File: src/rtl/err_cap_pkg.sv
package err_cap_pkg;

    typedef enum logic [1:0] {
        EK_RD   = 2'd0,
        EK_WR   = 2'd1,
        EK_XL   = 2'd2,
        EK_NONE = 2'd3
    } err_kind_e;

    localparam int BIT_PRIM_RD = 62;
    localparam int BIT_PRIM_WR = 61;
    localparam int BIT_SEC_RD  = 59;
    localparam int BIT_SEC_WR  = 58;
    localparam int BIT_SEC_XL  = 57;
    localparam int BIT_PRIM_XL = 56;
    localparam int BMASK_LSB   = 32;
    localparam int BMASK_W     = 16;
    localparam int OFF_LSB     = 29;
    localparam int OFF_W       = 3;
    localparam int BLK_BIT     = 23;
    localparam int REG_W       = 64;

    typedef struct packed {
        logic prim_rd;
        logic prim_wr;
        logic prim_xl;
        logic sec_rd;
        logic sec_wr;
        logic sec_xl;
    } err_flags_t;

    typedef struct packed {
        logic [BMASK_W-1:0] bmask;
        logic [OFF_W-1:0]   dw_off;
        logic               block;
    } err_attr_t;

    function automatic err_flags_t flags_from_word(input logic [REG_W-1:0] w);
        err_flags_t f;
        f.prim_rd = w[BIT_PRIM_RD];
        f.prim_wr = w[BIT_PRIM_WR];
        f.prim_xl = w[BIT_PRIM_XL];
        f.sec_rd  = w[BIT_SEC_RD];
        f.sec_wr  = w[BIT_SEC_WR];
        f.sec_xl  = w[BIT_SEC_XL];
        return f;
    endfunction

    function automatic logic [REG_W-1:0] pack_status(input err_flags_t f,
                                                      input err_attr_t  a);
        logic [REG_W-1:0] s;
        s = '0;
        s[BIT_PRIM_RD] = f.prim_rd;
        s[BIT_PRIM_WR] = f.prim_wr;
        s[BIT_PRIM_XL] = f.prim_xl;
        s[BIT_SEC_RD]  = f.sec_rd;
        s[BIT_SEC_WR]  = f.sec_wr;
        s[BIT_SEC_XL]  = f.sec_xl;
        s[BMASK_LSB +: BMASK_W] = a.bmask;
        s[OFF_LSB +: OFF_W]     = a.dw_off;
        s[BLK_BIT]              = a.block;
        return s;
    endfunction

    function automatic logic any_primary(input err_flags_t f);
        return f.prim_rd | f.prim_wr | f.prim_xl;
    endfunction

endpackage

File: src/rtl/err_cap_flags.sv
module err_cap_flags
    import err_cap_pkg::*;
(
    input  logic       clk,
    input  logic       rst,
    input  logic       evt_fire,
    input  err_kind_e  evt_kind,
    input  err_flags_t clr,
    output err_flags_t flags_q,
    output logic       capture
);
    err_flags_t after_clr;
    err_flags_t flags_d;
    logic       prim_busy;

    always_comb begin
        after_clr = err_flags_t'(flags_q & ~clr);
        prim_busy = any_primary(after_clr);
        capture   = evt_fire && !prim_busy;
        flags_d   = after_clr;
        if (evt_fire) begin
            unique case (evt_kind)
                EK_RD: if (prim_busy) flags_d.sec_rd = 1'b1; else flags_d.prim_rd = 1'b1;
                EK_WR: if (prim_busy) flags_d.sec_wr = 1'b1; else flags_d.prim_wr = 1'b1;
                EK_XL: if (prim_busy) flags_d.sec_xl = 1'b1; else flags_d.prim_xl = 1'b1;
                default: ;
            endcase
        end
    end

    always_ff @(posedge clk) begin
        if (rst) flags_q <= '0;
        else     flags_q <= flags_d;
    end

    assert_one_primary_R2: assert property (@(posedge clk) disable iff (rst)
        $onehot0({flags_q.prim_rd, flags_q.prim_wr, flags_q.prim_xl}));

    assert_w1c_R5: assert property (@(posedge clk) disable iff (rst)
        (clr.sec_wr && !(evt_fire && evt_kind == EK_WR)) |=> !flags_q.sec_wr);

    assert_event_wins_R8: assert property (@(posedge clk) disable iff (rst)
        (evt_fire && evt_kind == EK_RD) |=> (flags_q.prim_rd || flags_q.sec_rd));

endmodule

File: src/rtl/err_cap_attr.sv
module err_cap_attr
    import err_cap_pkg::*;
#(
    parameter int ADDR_W = 64
) (
    input  logic              clk,
    input  logic              rst,
    input  logic              capture,
    input  logic [BMASK_W-1:0] evt_bmask,
    input  logic [ADDR_W-1:0] evt_addr,
    input  logic              evt_block,
    output err_attr_t         attr_q,
    output logic [ADDR_W-1:0] addr_q
);
    localparam int OFF_SRC_LSB = 3;

    err_attr_t attr_d;

    always_comb begin
        attr_d.bmask  = evt_bmask;
        attr_d.dw_off = evt_addr[OFF_SRC_LSB +: OFF_W];
        attr_d.block  = evt_block;
    end

    always_ff @(posedge clk) begin
        if (rst) begin
            attr_q <= '0;
            addr_q <= '0;
        end else if (capture) begin
            attr_q <= attr_d;
            addr_q <= evt_addr;
        end
    end

    assert_hold_fields_R3: assert property (@(posedge clk) disable iff (rst)
        !capture |=> ($stable(attr_q) && $stable(addr_q)));

endmodule

File: src/rtl/err_capture_reg.sv
module err_capture_reg
    import err_cap_pkg::*;
#(
    parameter int ADDR_W = 64,
    parameter int MASK_W = 16
) (
    input  logic              clk,
    input  logic              rst,
    input  logic              evt_valid,
    input  logic [1:0]        evt_kind,
    input  logic [MASK_W-1:0] evt_bmask,
    input  logic [ADDR_W-1:0] evt_addr,
    input  logic              evt_block,
    input  logic              reg_sel,
    input  logic              reg_wr,
    input  logic [REG_W-1:0]  reg_wdata,
    output logic [REG_W-1:0]  reg_rdata,
    input  logic              irq_en,
    output logic              irq
);
    localparam int PAD_W = REG_W - ADDR_W;

    err_kind_e   kind;
    logic        evt_fire;
    err_flags_t  clr;
    err_flags_t  flags_q;
    logic        capture;
    err_attr_t   attr_q;
    logic [ADDR_W-1:0] addr_q;
    logic [REG_W-1:0]  addr_word;

    assign kind     = err_kind_e'(evt_kind);
    assign evt_fire = evt_valid && (kind != EK_NONE);
    assign clr      = (reg_wr && !reg_sel) ? flags_from_word(reg_wdata) : '0;

    err_cap_flags u_flags (
        .clk      (clk),
        .rst      (rst),
        .evt_fire (evt_fire),
        .evt_kind (kind),
        .clr      (clr),
        .flags_q  (flags_q),
        .capture  (capture)
    );

    err_cap_attr #(.ADDR_W(ADDR_W)) u_attr (
        .clk       (clk),
        .rst       (rst),
        .capture   (capture),
        .evt_bmask (evt_bmask[BMASK_W-1:0]),
        .evt_addr  (evt_addr),
        .evt_block (evt_block),
        .attr_q    (attr_q),
        .addr_q    (addr_q)
    );

    generate
        if (PAD_W > 0) begin : g_pad
            assign addr_word = {{PAD_W{1'b0}}, addr_q};
        end else begin : g_nopad
            assign addr_word = addr_q[REG_W-1:0];
        end
    endgenerate

    assign reg_rdata = reg_sel ? addr_word : pack_status(flags_q, attr_q);
    assign irq       = irq_en && (|flags_q);

    assert_addr_readonly_R6: assert property (@(posedge clk) disable iff (rst)
        (reg_wr && reg_sel && !evt_valid) |=> $stable(addr_q));

    assert_irq_gate_R7: assert property (@(posedge clk) disable iff (rst)
        !irq_en |-> !irq);

    assert_kind3_ignored_R9: assert property (@(posedge clk) disable iff (rst)
        (evt_valid && evt_kind == 2'd3 && !reg_wr) |=> $stable(flags_q));

endmodule

File: config.mk
export PLATFORM = sky130hd
export DESIGN_NAME = err_capture_reg
export DESIGN_NICKNAME = d
export VERILOG_FILES = /design/src/rtl/err_cap_pkg.sv /design/src/rtl/err_cap_flags.sv /design/src/rtl/err_cap_attr.sv /design/src/rtl/err_capture_reg.sv
export SDC_FILE = /design/constraint.sdc
export NUM_CORES = 1
export LEC_CHECK = 0
export ABC_AREA = 1
export BUFFER_PORTS_ARGS = -buffer_cell sky130_fd_sc_hd__buf_2
export CORE_AREA = 5 5 127 129
export DETAILED_ROUTE_END_ITERATION = 6
export DIE_AREA = 0 0 132 134
export PLACE_DENSITY_LB_ADDON = 0.25
export SYNTH_ARGS = -nofsm -noshare
export SYNTH_HDL_FRONTEND = slang
export SYNTH_HIERARCHICAL = 1
export SYNTH_SLANG_ARGS = --single-unit
export TNS_END_PERCENT = 1
File: constraint.sdc
create_clock -name clk -period 1.5 [get_ports clk]
set_input_delay 0.15 -clock clk [delete_from_list [all_inputs] [get_ports clk]]
set_output_delay 0.15 -clock clk [all_outputs]
set_load 0.01 [all_outputs]
Yosys cells after proc, flatten, opt, wreduce, memory -nomap -nowiden
Index checks and enable logic that the tools add are counted.
- bits in registers: 90
- bits of input ports: 153
- output and inout bits: 65
- word-level logic and storage cells: 40
- equal/unequal tests: 3
- multiplexer cells: 15
- bitwise gates (word level): 4
- reductions and logical operators: 8
- operators with widths (operator ; number):
    64-bit two-way mux ; 1
    1-bit two-way mux ; 12
    6-bit two-way mux ; 2
    6-bit AND ; 1
    6-bit NOT ; 1
    6-bit OR reduction ; 1
    1-bit logical AND ; 4
    2-bit by 1-bit equality test with 1-bit output (second input constant) ; 1
    2-bit equality test (second input constant) ; 1
    1-bit logical NOT ; 2
    2-bit logical NOT ; 1
    2-bit inequality test (second input constant) ; 1
    1-bit OR ; 2

Longest topological paths before layout
- word-level depth: 10
- gate-level depth with buffers: 14
- depth with buffers taken out: 12

Hierarchy
Netlist, hierarchy kept.
- modules (own cells, without submodules) (module ; instances ; cells each ; area each (um^2) ; seq. area each (um^2)):
    err_cap_attr ; 1 ; 516 ; 3348.2 ; 1621.6
    err_capture_reg ; 1 ; 184 ; 750.7 ; 0.0
    err_cap_flags ; 1 ; 41 ; 272.8 ; 120.1

Least setup slack after synthesis
No wires, ideal clock.
- path kind: input-to-reg
- start: in reg_sel
- end: reg, netlist name u_attr/attr_q[1]
- data arrival time: 1.396 ns
- required time: 1.436 ns
- slack: 0.040 ns
- cell stages on the path: 14
- buffers on the path: 3
- cell sequence: inv_2 > nand2_1 > nor2_1 > inv_1 > nand2_2 > nand2_1 > nor2_2 > inv_2 > nor2_1 > buf_4 > buf_6 > buf_6 > nor2_1 > nor2_1
- RTL lines (item ; RTL line ; text):
    start, declared ; err_capture_reg.sv:14 ; input logic reg_sel,

Worst setup path after layout
- start: reg, netlist name u_flags/flags_q[4]
- end: reg u_attr.addr_q[42]
- longest elaborated chain between the ends: 5
- ends and longest elaborated chain (item ; RTL line ; text):
    6-bit AND ; err_cap_flags.sv:17 ; after_clr = err_flags_t'(flags_q & ~clr);
    1-bit OR (2 in series) ; err_cap_pkg.sv:66 ; return f.prim_rd | f.prim_wr | f.prim_xl;
    1-bit logical NOT ; err_cap_flags.sv:19 ; capture = evt_fire && !prim_busy;
    1-bit logical AND ; err_cap_flags.sv:19 ;
    named net capture ; err_capture_reg.sv:27 ; logic capture;
    end signal, assigned ; err_cap_attr.sv:31 ; addr_q <= evt_addr;
    end, declared ; err_cap_attr.sv:13 ; output logic [ADDR_W-1:0] addr_q
The timed path passes the listed nets, and every way through them passes these cells.
A chain may end at the register's enable or synchronous reset.

==> out/qor.yml <==
outcome: "finished clean"
yosys.area_share.adder_pct: 0
initial_core_util_pct: 29.3
seq_power_share_pct: 43.3
clock.fmax_mhz: 716
routed_wire_length_per_instance_um: 10.8
die_w_um: 132
fraction_of_power_consumed_by_the_clock_network_pct: 36.7
cts.path.max_buffers: 2
post-route-cell-area_um2: 5720
switching_share_pct: 27.7
port_buffers: 159
rsz_0062_raised_after_global_routing: "true"
largest_net_degree_at_the_start_of_global_routing: 65
core_region_area_um2: 14900
layoutNonFillerInstCount: 1095
ys_top_cells_by_area: "dfxtp_1, nand2_1, nor2_1, inv_1, buf_6"
grt_util_overall_pct: 13.3
asyncSetResetFlopFracSynth_pct: 0
synth_xor_area_share_pct: 0
post_synth_and_or_nand_nor_area_fraction_pct: 40.9
wirelength_mm: 11.8
cts-buffers-inserted: 9
synth_top_flop_cell: "dfxtp_1"
combPwrFrac_pct: 19.9
global_placement_routability_congestion: 0.767
detail_route.first_pass.iterations: 4
die-height_um: 134
critical_path.startpoint_type: "register"
yosys.cell_count.top_type: "nand2_1"
vdd.ir_drop.worst_uv: 607
synthesis.area_per_instance_um2: 5.90
hold_path_class: "in2reg"
placedInstanceArea_um2: 5400
layout-drive-gt1-share_pct: 23.4
antenna_violations_before_repair: 1
relSlewSlack_pct: 65.4
drt-vias-per-instance: 3.99
post_synth_num_cell_types: 16
yosys-top-cells-count: "nand2_1, nor2_1, inv_1, dfxtp_1, buf_6"
post_detailed_route_drc_marker_count: 0
yosysWarningCount: 6
finish.utilization_pct: 38.3
first_pass_grt_wire_length_mm: 19.5
clock_skew_ps: 2.91
synthesis.area_um2: 4370
number_of_core_rows: 45
drt_first_iter_violations: 145
synth_cells: 741
maxCapViolCount: 0
layout.nets: 1055
crit_path_end_kind: "register"
die_area_um2: 17700
power.static_leakage_nw: 3.60
area.sequential_um2: 1740
tritoncts: "built"
combinational_family_with_the_most_area_after_synthesis: "simple AND/OR/NAND/NOR gates"
dp.final_hpwl_mm: 8.53
htree_num_levels: 3
crit_fanout: 41
grt_overflow_total: 0
worstSkewPairLatency_ps: 340
timing_worst_slew_pin_value_ps: 520
synth_fp_nets: 894
synth_compound_gate_area_share_pct: 0.887
p_per_area_nw_per_um2: 1060
fin_ws_ps: 103
period_needed_ps: 1400
flow.area_growth_from_synthesis_pct: 30.9
power.total_mw: 6.07
post-synth-top-area-cell: "dfxtp_1"
placement.setup.worst_slack_ps: -171
number_of_setup_violations_in_the_final_report: 0
setup.worst_path.class: "reg2reg"
vias_in_the_first_global_route: 4193
crit_required_ps: 1740
final_antenna_net_count: 0
finalSetupTns_ps: 0
cp_data_arrival_time_ps: 1630
ys_ff_latch: 87
fin_hold_ws_ps: 85.2
maxSlewViolCount: 0
power.internal_mw: 4.39
synth_sequential_area_ratio_pct: 39.8
root_buffer_cell: "clkbuf_16"
multi_input_area_um2: 1840
hold_buffers_post_cts: 0
fillCellCount: 1708
insertedDiodeCount: 0
floorplan.io_pins: 218
num_vias: 4372
netlist.area_leader.share_pct: 39.8
switching_power_mw: 1.68
cell_count_after_placement: 1076
share_of_cell_area_taken_by_muxes_after_synthesis_pct: 0
tritoncts_num_sinks: 87
post-route-period-util_pct: 93.1
synth_edf_count: 0
final_hold_viols: 0
clk_transition_reported_paths_ps: 60
## timing repair
item | in CTS | in global routing
setup endpoints to repair | 0 | 48
gates resized for setup | 0 | 3
buffers inserted | 0 | 3
## kinds of logic (layout without fill, tap and decap cells)
group,count (synthesis),after routing
flops,87,87
simple gates,473,473
buf+inv,174,340
compound gates,7,7
## layout by cell type (no fill, tap or decap), types with 2 or more instances in the layout
| cell | instances |
|---|---|
| nand2_1 | 290 |
| nor2_1 | 175 |
| buf_2 | 159 |
| inv_1 | 133 |
| dfxtp_1 | 85 |
| buf_4 | 21 |
| clkbuf_16 | 9 |
| buf_12 | 7 |
| a21oi_1 | 5 |
| inv_2 | 3 |
| clkinv_2 | 3 |
| nand3_1 | 2 |
| clkbuf_1 | 2 |
| nor2_2 | 2 |
| nand2_2 | 2 |
| dfxtp_2 | 2 |
## area by class of cell
type                       count  area share [%]
multi-input combinational    480            32.1
inverter                     136            8.92
clock buffer                  12            4.31
timing repair buffer         188            19.3
tap                          188            4.11
sequential                    87            30.5
clock inverter                 4           0.787
## flip-flops by register name, summed over array words and instances (netlist names)
name and flops:
u_attr/attr_q 19, u_flags/flags_q 6, u_attr/addr_q 62
## routing by layer
| metal | up-vias | share of wire, % | track usage, % |
|---|---|---|---|
| met5 | - | 0.059 | 0 |
| met4 | 2 | 1.5 | 3.94 |
| met3 | 14 | 6.4 | 5.06 |
| met2 | 107 | 47 | 22.9 |
| li1 | 2393 | - | - |
| met1 | 1856 | 45 | 15.5 |
## power by group through the flow
stage	sequential (mW)	clock, mW	combinational (mW)
6_report	2.63	2.23	1.21
5_1_grt	2.66	2.42	1.39
4_1_cts	2.63	2.33	1.23
3_5_place_dp	2.68	0	1.22
3_3_place_gp	2.68	0	1.22
2_1_floorplan	2.66	0	0.794
## worst paths after layout
path | start | endpoint | slack (ps) | depth (start not counted)
worst min register to register | u_attr/addr_q[63]$_SDFFE_PP0P_ | u_attr/addr_q[63]$_SDFFE_PP0P_ | 470 | 2
worst max register to register | u_flags/flags_q[4]$_SDFF_PP0_ | u_attr/addr_q[42]$_SDFFE_PP0P_ | 100 | 10
worst min-delay path | rst | u_flags/flags_q[1]$_SDFF_PP0_ | 90 | 2
worst max-delay path | u_flags/flags_q[4]$_SDFF_PP0_ | u_attr/addr_q[42]$_SDFFE_PP0P_ | 100 | 10
## critical path, cell delays in order (launching register included)
cell	delay, ps
dfxtp_2	340
nand2_2	70
nand2_1	60
nor2_2	110
inv_2	60
nor2_4	140
buf_4	140
buf_12	180
nand2_1	80
nand2_1	50
nor2_1	40
Note: power is estimated with default switching activity, not from simulation.
